$ cat src/rtl/flagword_pkg.sv
package flagword_pkg;
  localparam int FLAG_W = 16;

  localparam int BIT_CF = 0;
  localparam int BIT_PF = 2;
  localparam int BIT_AF = 4;
  localparam int BIT_ZF = 6;
  localparam int BIT_SF = 7;
  localparam int BIT_TF = 8;
  localparam int BIT_IF = 9;
  localparam int BIT_DF = 10;
  localparam int BIT_OF = 11;

  localparam logic [FLAG_W-1:0] DEF_MASK   = 16'h0FD5;
  localparam logic [FLAG_W-1:0] FIXED_ONES = 16'h0002;

  localparam logic [2:0] OPC_ADD = 3'd0;
  localparam logic [2:0] OPC_SUB = 3'd1;
  localparam logic [2:0] OPC_LOG = 3'd2;
  localparam logic [2:0] OPC_INC = 3'd3;
  localparam logic [2:0] OPC_DEC = 3'd4;

  localparam logic [1:0] SEL_TF = 2'd0;
  localparam logic [1:0] SEL_IF = 2'd1;
  localparam logic [1:0] SEL_DF = 2'd2;

  typedef struct packed {
    logic cf;
    logic pf;
    logic af;
    logic zf;
    logic sf;
    logic of;
  } arith_t;
endpackage

$ cat src/rtl/flagword_gen.sv
module flagword_gen
  import flagword_pkg::*;
#(
  parameter int DW = 16
) (
  input  logic [2:0]    opc,
  input  logic          wsel,
  input  logic [DW-1:0] a,
  input  logic [DW-1:0] b,
  input  logic [DW-1:0] r,
  output arith_t        fl,
  output logic          hit,
  output logic          keep_cf
);
  localparam int BW    = DW / 2;
  localparam int NLANE = DW / BW;
  localparam int PBITS = 8;
  localparam int NIB   = 4;

  logic [DW-1:0]    bop;
  logic [DW-1:0]    cx;
  logic [NLANE-1:0] lane_zero;
  logic             is_sub, is_step, am, bm, rm, zres;

  genvar g;
  generate
    for (g = 0; g < NLANE; g++) begin : g_lane
      assign lane_zero[g] = (r[g*BW +: BW] == '0);
    end
  endgenerate

  always_comb begin
    is_step = (opc == OPC_INC) || (opc == OPC_DEC);
    is_sub  = (opc == OPC_SUB) || (opc == OPC_DEC);
    bop     = is_step ? DW'(1) : b;
    cx      = a ^ bop ^ r;
    am      = wsel ? a[DW-1]   : a[BW-1];
    bm      = wsel ? bop[DW-1] : bop[BW-1];
    rm      = wsel ? r[DW-1]   : r[BW-1];
    zres    = wsel ? (&lane_zero) : lane_zero[0];

    fl.zf = zres;
    fl.sf = rm;
    fl.pf = ~(^r[PBITS-1:0]);
    fl.af = cx[NIB];
    if (is_sub) begin
      fl.cf = (~am & bm) | (~(am ^ bm) & rm);
      fl.of = (am ^ bm) & (rm ^ am);
    end else begin
      fl.cf = (am & bm) | ((am ^ bm) & ~rm);
      fl.of = ~(am ^ bm) & (rm ^ am);
    end
    if (opc == OPC_LOG) begin
      fl.cf = 1'b0;
      fl.af = 1'b0;
      fl.of = 1'b0;
    end
    hit     = (opc <= OPC_DEC);
    keep_cf = is_step;
  end
endmodule

$ cat src/rtl/flagword_next.sv
module flagword_next
  import flagword_pkg::*;
(
  input  logic [FLAG_W-1:0] cur,
  input  logic              upd_en,
  input  logic              hit,
  input  logic              keep_cf,
  input  arith_t            fl,
  input  logic              ctl_we,
  input  logic [1:0]        ctl_sel,
  input  logic              ctl_val,
  input  logic              wr_en,
  input  logic [FLAG_W-1:0] wr_data,
  output logic [FLAG_W-1:0] nxt,
  output logic              en
);
  logic [FLAG_W-1:0] work;
  logic              arith_go, ctl_go;

  always_comb begin
    arith_go = upd_en & hit;
    ctl_go   = ctl_we & (ctl_sel != 2'd3);
    work     = cur;
    if (arith_go) begin
      if (!keep_cf) work[BIT_CF] = fl.cf;
      work[BIT_PF] = fl.pf;
      work[BIT_AF] = fl.af;
      work[BIT_ZF] = fl.zf;
      work[BIT_SF] = fl.sf;
      work[BIT_OF] = fl.of;
    end
    if (ctl_go) begin
      unique case (ctl_sel)
        SEL_TF:  work[BIT_TF] = ctl_val;
        SEL_IF:  work[BIT_IF] = ctl_val;
        SEL_DF:  work[BIT_DF] = ctl_val;
        default: work = work;
      endcase
    end
    if (wr_en) work = wr_data;
    nxt = (work & DEF_MASK) | FIXED_ONES;
    en  = arith_go | ctl_go | wr_en;
  end
endmodule

$ cat src/rtl/flagword_top.sv
module flagword_top
  import flagword_pkg::*;
#(
  parameter int DW = 16
) (
  input  logic              clk,
  input  logic              rst_n,
  input  logic              upd_en,
  input  logic [2:0]        opc,
  input  logic              wsel,
  input  logic [DW-1:0]     opa,
  input  logic [DW-1:0]     opb,
  input  logic [DW-1:0]     res,
  input  logic              ctl_we,
  input  logic [1:0]        ctl_sel,
  input  logic              ctl_val,
  input  logic              wr_en,
  input  logic [FLAG_W-1:0] wr_data,
  output logic [FLAG_W-1:0] flags_q,
  output logic              dir_down
);
  localparam int SYNC_N = 2;

  logic [SYNC_N-1:0] rsync;
  logic              rst_int_n;
  logic [FLAG_W-1:0] word_q, word_d;
  logic              word_en, hit, keep_cf;
  arith_t            fl;

  always_ff @(posedge clk or negedge rst_n) begin
    if (!rst_n) rsync <= '0;
    else        rsync <= {rsync[SYNC_N-2:0], 1'b1};
  end
  assign rst_int_n = rsync[SYNC_N-1];

  flagword_gen #(.DW(DW)) u_gen (
    .opc(opc), .wsel(wsel), .a(opa), .b(opb), .r(res),
    .fl(fl), .hit(hit), .keep_cf(keep_cf)
  );

  flagword_next u_next (
    .cur(word_q), .upd_en(upd_en), .hit(hit), .keep_cf(keep_cf), .fl(fl),
    .ctl_we(ctl_we), .ctl_sel(ctl_sel), .ctl_val(ctl_val),
    .wr_en(wr_en), .wr_data(wr_data), .nxt(word_d), .en(word_en)
  );

  always_ff @(posedge clk or negedge rst_int_n) begin
    if (!rst_int_n)   word_q <= FIXED_ONES;
    else if (word_en) word_q <= word_d;
  end

  assign flags_q  = word_q;
  assign dir_down = word_q[BIT_DF];
endmodule

$ cat config.mk
export PLATFORM = sky130hd
export DESIGN_NAME = flagword_top
export DESIGN_NICKNAME = d
export VERILOG_FILES = /design/src/rtl/flagword_pkg.sv /design/src/rtl/flagword_gen.sv /design/src/rtl/flagword_next.sv /design/src/rtl/flagword_top.sv
export SDC_FILE = /design/constraint.sdc
export NUM_CORES = 1
export LEC_CHECK = 0
export BUFFER_PORTS_ARGS = -buffer_cell sky130_fd_sc_hd__buf_4
export CAP_MARGIN = 20
export CORE_MARGIN = 10
export CORE_UTILIZATION = 36
export CTS_CLUSTER_DIAMETER = 40
export DETAILED_ROUTE_END_ITERATION = 10
export PLACE_DENSITY = 0.81
export SLEW_MARGIN = 20
export SYNTH_ARGS = -nofsm -noshare
export SYNTH_HDL_FRONTEND = slang
export SYNTH_SLANG_ARGS = --single-unit
$ cat constraint.sdc
create_clock -name clk -period 0.8 [get_ports clk]
set_input_delay 0.08 -clock clk [delete_from_list [all_inputs] [get_ports clk]]
set_output_delay 0.08 -clock clk [all_outputs]
set_load 0.02 [all_outputs]
# Word level (Yosys, flattened, before mapping)
# Index checks and enable logic that the tools add are counted.
dict set report classes {
  magnitude_cmp 1
  n_eq_ne 7
  mux 21
  n_bitwise 20
  reduce_logical 14
}
# operator n
set op_table {}
lappend op_table {{$mux 1} 17}
lappend op_table {{$logic_not 8->1} 2}
lappend op_table {{$mux 16} 1}
lappend op_table {{$mux 12} 1}
lappend op_table {{$mux 11} 1}
lappend op_table {{$xor 5x5->5} 2}
lappend op_table {{$reduce_and 3->1} 3}
lappend op_table {{$and 1x1->1} 8}
lappend op_table {{$reduce_bool 2->1} 4}
lappend op_table {{$reduce_xor 8->1} 1}
lappend op_table {{$eq 3x2->1 const B} 2}
lappend op_table {{$not 1->1} 4}
lappend op_table {{$or 1x1->1} 4}
lappend op_table {{$eq 3x1->1 const B} 1}
lappend op_table {{$eq 3x3->1 const B} 1}
lappend op_table {{$le 3x3->1 const B} 1}
lappend op_table {{$eq 2x1->1 const B} 1}
lappend op_table {{$eq 2x2->1 const B} 1}
lappend op_table {{$logic_not 2->1} 1}
lappend op_table {{$logic_or 1x1->1} 2}
lappend op_table {{$mux 2} 1}
lappend op_table {{$ne 2x2->1 const B} 1}
lappend op_table {{$reduce_and 2->1} 1}
lappend op_table {{$xor 1x1->1} 2}
dict set report word_totals {
  register_bits 11
  in_bits 76
  output_inout_bits 17
  word_cells 68
}

# Depth between registers and ports, before layout
dict set report logic_depth {
  ltp_word 14
  depth_mapped 9
  mapped_depth_nobuf 8
}

# Modules after synthesis
# A second synthesis with hierarchy kept.
dict set report unflattened {
  hier_cells 128
  area_unflattened_um2 1362.6
}
# mod instances cells_per_inst area_each_um2 seq_area_each_um2
set by_module_without_submodules {}
lappend by_module_without_submodules {flagword_top 1 38 711.9 451.7}
lappend by_module_without_submodules {flagword_gen 1 47 347.8 0.0}
lappend by_module_without_submodules {flagword_next 1 43 302.8 0.0}

# Worst setup path before layout
# Ideal clock, no wire load.
dict set report synth_path {
  path_type {input-to-reg}
  start {in opc[2]}
  end {reg word_q[0] (netlist: flags_q[0])}
  setup_time_ps 76
  t_arrival_ps 1454
  slack_ps -730
  stages 9
  path_buffers 1
  path_cell_list {buf_6 > or3b_1 > o21ai_0 > nor2_1 > ha_1 > inv_1 > a21oi_1 > mux2_2 > o21ai_1}
}
dict set report synth_between {
  elab_chain_len 14
  elab_cells_between_ends 26
}
# item line
set synth_rtl {}
lappend synth_rtl {{start, declared} flagword_top.sv:9} ;# input logic [2:0] opc,
lappend synth_rtl {{$eq 3x2->1 / $eq 3x3->1 (equally long branches)} {flagword_gen.sv:33, flagword_gen.sv:34}}
lappend synth_rtl {{$logic_or 1x1->1} flagword_gen.sv:33} ;# is_step = (opc == OPC_INC) || (opc == OPC_DEC);
lappend synth_rtl {{$mux 16} flagword_gen.sv:35} ;# bop = is_step ? DW'(1) : b;
lappend synth_rtl {{$mux 1} flagword_gen.sv:38} ;# bm = wsel ? bop[DW-1] : bop[BW-1];
lappend synth_rtl {{$xor 1x1->1} {flagword_gen.sv:47, flagword_gen.sv:50}}
lappend synth_rtl {{$not 1->1} flagword_gen.sv:47} ;# fl.cf = (~am & bm) | (~(am ^ bm) & rm);
lappend synth_rtl {{$and 1x1->1} flagword_gen.sv:47}
lappend synth_rtl {{$or 1x1->1} flagword_gen.sv:47}
lappend synth_rtl {{$mux 1} flagword_gen.sv:46} ;# if (is_sub) begin
lappend synth_rtl {{$mux 1} flagword_gen.sv:53} ;# if (opc == OPC_LOG) begin
lappend synth_rtl {{$mux 1} flagword_next.sv:25} ;# if (!keep_cf) work[BIT_CF] = fl.cf;
lappend synth_rtl {{$mux 1} flagword_next.sv:24} ;# if (arith_go) begin
lappend synth_rtl {{$mux 11} flagword_next.sv:32} ;# if (ctl_go) begin
lappend synth_rtl {{$mux 12} flagword_next.sv:40} ;# if (wr_en) work = wr_data;
lappend synth_rtl {{end signal, assigned} flagword_top.sv:49} ;# else if (word_en) word_q <= word_d;
lappend synth_rtl {{end, declared} flagword_top.sv:26} ;# logic [FLAG_W-1:0] word_q, word_d;
# Several ways; a longest one is shown, not always the timed one. The select of a mux whose other input is x is not followed.
# A chain may end at the register's enable or synchronous reset.

# Final worst setup path
dict set report layout_path {
  start {in opc[0]}
  end {reg word_q[0] (netlist: flags_q[0])}
}
# Same word-level chain as after synthesis.

==> impl_results.md <==
- Vias: roughly 960
- Overall global routing resource usage: 0.112
- Largest net degree at the start of global routing: 18
- Num ports: 93
- Area leader, netlist: dfrtp_1
- Die area: 5030 um^2
- Max-slew violation count: 0
- Period utilisation layout: 1.55
- Most frequent cells in the layout: buf_4, buf_6, dfrtp_1, nand2_1, conb_1
- Share of layout cells above drive strength 1: 0.659
- Post-Synth Simple-Gate Area: 0.129
- Initial core utilization: 0.377
- Fin. Hold Viols: 0
- Clock Tree Buf Depth: 2
- Die outline height: approximately 71 um
- Worst Setup End Kind: register
- Xor and xnor area share after synthesis: 0.0750
- Number of max-cap violations: 0
- Clock Latency Late Sink: ~0.26 ns
- Worst Path Class, Setup: primary input to register
- Gate Count Post-Synth: 103
- Final Skew: 0.00413 ns
- IR drop worst, VDD: 0.739 mV
- Final period demand of the worst path: 1.24 ns
- Timing-limited maximum frequency: 806 MHz
- Multiplexer share of the synthesized area: 0.151
- Synth Area in Adders: 0.0803
- Pwr/cell area: approximately 1200 nW/um^2
- Core ar.: 2480 um^2
- Root Driver: clkbuf_4
- CP required: 0.99 ns
- Post-route setup slack: -0.441 ns
- Fin nets: 262
- Area Overhead vs Synth: 94.2%
- CTS tree: built
- Mean post-synth cell area: approximately 9.1 um^2
- Leak Pwr: 0.000869 uW
- Worst Hold Class: primary input to register
- Via/cell ratio: 4.61
- CTS Buf Count: 3
- Gr ovfl total: 0
- Initial antenna violation count: 0
- Register area share after synthesis: 0.295
- RSZ-0062 raised after global routing: yes
- Initial DRC count: 2
- Post-layout util: 0.733
- First-pass GRT wire length: 4.73 mm
- Status: complete, but fails checks
- Final setup vio count: 17
- Mapped Area: approximately 930 um^2
- Ant. Diodes: 0
- Clk slew on worst S/H paths: 0.07 ns
- PortBufs: 52
- WL per Instance: roughly 14 um
- Post-route total power: 2150 uW
- HPWL Detailed: 2.58 mm
- Vias in the first global route: 1065
- R2R cell count: 2
- FILL cells: between 150 and 200
- Hold path cells: 3
- DRT Pass-1 Iters: 4
- Synth cell types: 31
- Post-route ant nets: 0
- Dpl ws: -0.848 ns
- Crit-path max FO: 3
- Failing checks: negative setup slack
- Die X-Extent: 71.0 um
- Largest cells by area after synthesis: dfrtp_1, ha_1, xnor2_1
- Combinational family with the most area after synthesis: multiplexers
- Routability congestion estimate: around 0.80
- CP Launch Type: primary input
- Critical Path AT: 1.43 ns
- Synth top area share: 0.295
- Commonest non-fill, non-tap cell in the layout: buf_4
- Core Rows: 18
- # DRC: 0
- H-Tree Depth: 1
- Seq cells post-synth: 11
- Synth Area in Compound Gates: 0.123
- Ys Warns: 0
- # clock sinks: 11
- Final wirelength: 3.01 mm
- WHS: 0.0327 ns
worst max-delay path, stage by stage:
cell and delay [ns]:
buf_6 0.10, or3b_4 0.40, o21ai_2 0.07, nor2_2 0.06
ha_4 0.28, a21oi_1 0.06, mux2_4 0.26, o21ai_2 0.11
final cells by class:
class                      instances  area (um^2)  area share
multi-input combinational         74          703       0.387
timing repair buffer              78          689       0.380
sequential                        11          277       0.152
inverter                          12         82.6      0.0455
tap                               30         37.5      0.0207
clock buffer                       4         26.3      0.0145
cells by family (layout without fill, tap and decap cells):
family | count (synthesis) | count (layout)
DFF | 11 | 11
muxes | 13 | 13
other | 2 | 8
adders and majority gates | 6 | 6
xor gates and xnor gates | 8 | 8
buffers and inverters | 24 | 94
and+or+nand+nor | 22 | 22
AOI/OAI and AO/OA | 17 | 17
cell usage after synthesis:
cell,n
inv_1,12
dfrtp_1,11
buf_4,8
nand2_1,8
xnor2_1,8
ha_1,6
mux2_2,6
mux2i_1,6
a21oi_1,5
o21ai_0,4
nor2_1,3
buf_2,2
conb_1,2
nand3b_1,2
nor2b_1,2
nor4_1,2
o21ai_1,2
a211o_1,1
a22oi_1,1
a311oi_1,1
buf_6,1
clkbuf_1,1
mux2i_2,1
nand2_2,1
nand4_1,1
nor3b_1,1
o211ai_2,1
o221ai_2,1
o31ai_1,1
or3b_1,1
or4b_2,1
per-layer routing:
metal  GRT usage  wire length (um)  share of wire  vias to the layer above
li1            -                 -              -                      483
met1       0.114              1160           0.38                      433
met2       0.205              1550           0.51                       46
met3      0.0544               296          0.098                        2
met4      0.0194                10         0.0033                        0
met5           0                 0              0                        -
path summary, 6_finish.rpt:
kind	from	end	slack [ns]
min	wr_data[7]	flags_q[7]	0.03
max in group asynchronous	rsync[1]	flags_q[9]	0.35
max reg2reg	flags_q[2]	flags_q[2]	-0.23
min reg2reg	rsync[1]	flags_q[11]	0.15
max	opc[0]	flags_q[0]	-0.44
min in group asynchronous	rst_n	rsync[0]	0.15
power by group:
group          total [uW]  internal [uW]  switching [uW]
registers             665            615            50.1
clock network         365            192             173
logic                1120            665             451
total                2150           1470             674
registers in the layout (all words and copies together), names as in the netlist:
signal and cells:
flags_q 9, rsync 2
timing repair:
| action | CTS | global route |
|---|---|---|
| endpoints found under the setup margin | 17 | 19 |
| setup buffers | 3 | 2 |
| hold buffers | 1 | 0 |
| pin swaps | 13 | 12 |
| resized for setup | 30 | 13 |
| hold endpoints to repair | 2 | 0 |
through the flow:
step,setup TNS [ns],area (um^2),std cells
floorplan,-2.19,1100,109
CTS,-3.00,1760,208
global placement,-3.54,1590,200
global route,-3.29,1820,209
detailed placement,-3.92,1590,200
finish,-2.76,1820,209
(Power assumes the default switching activity.)
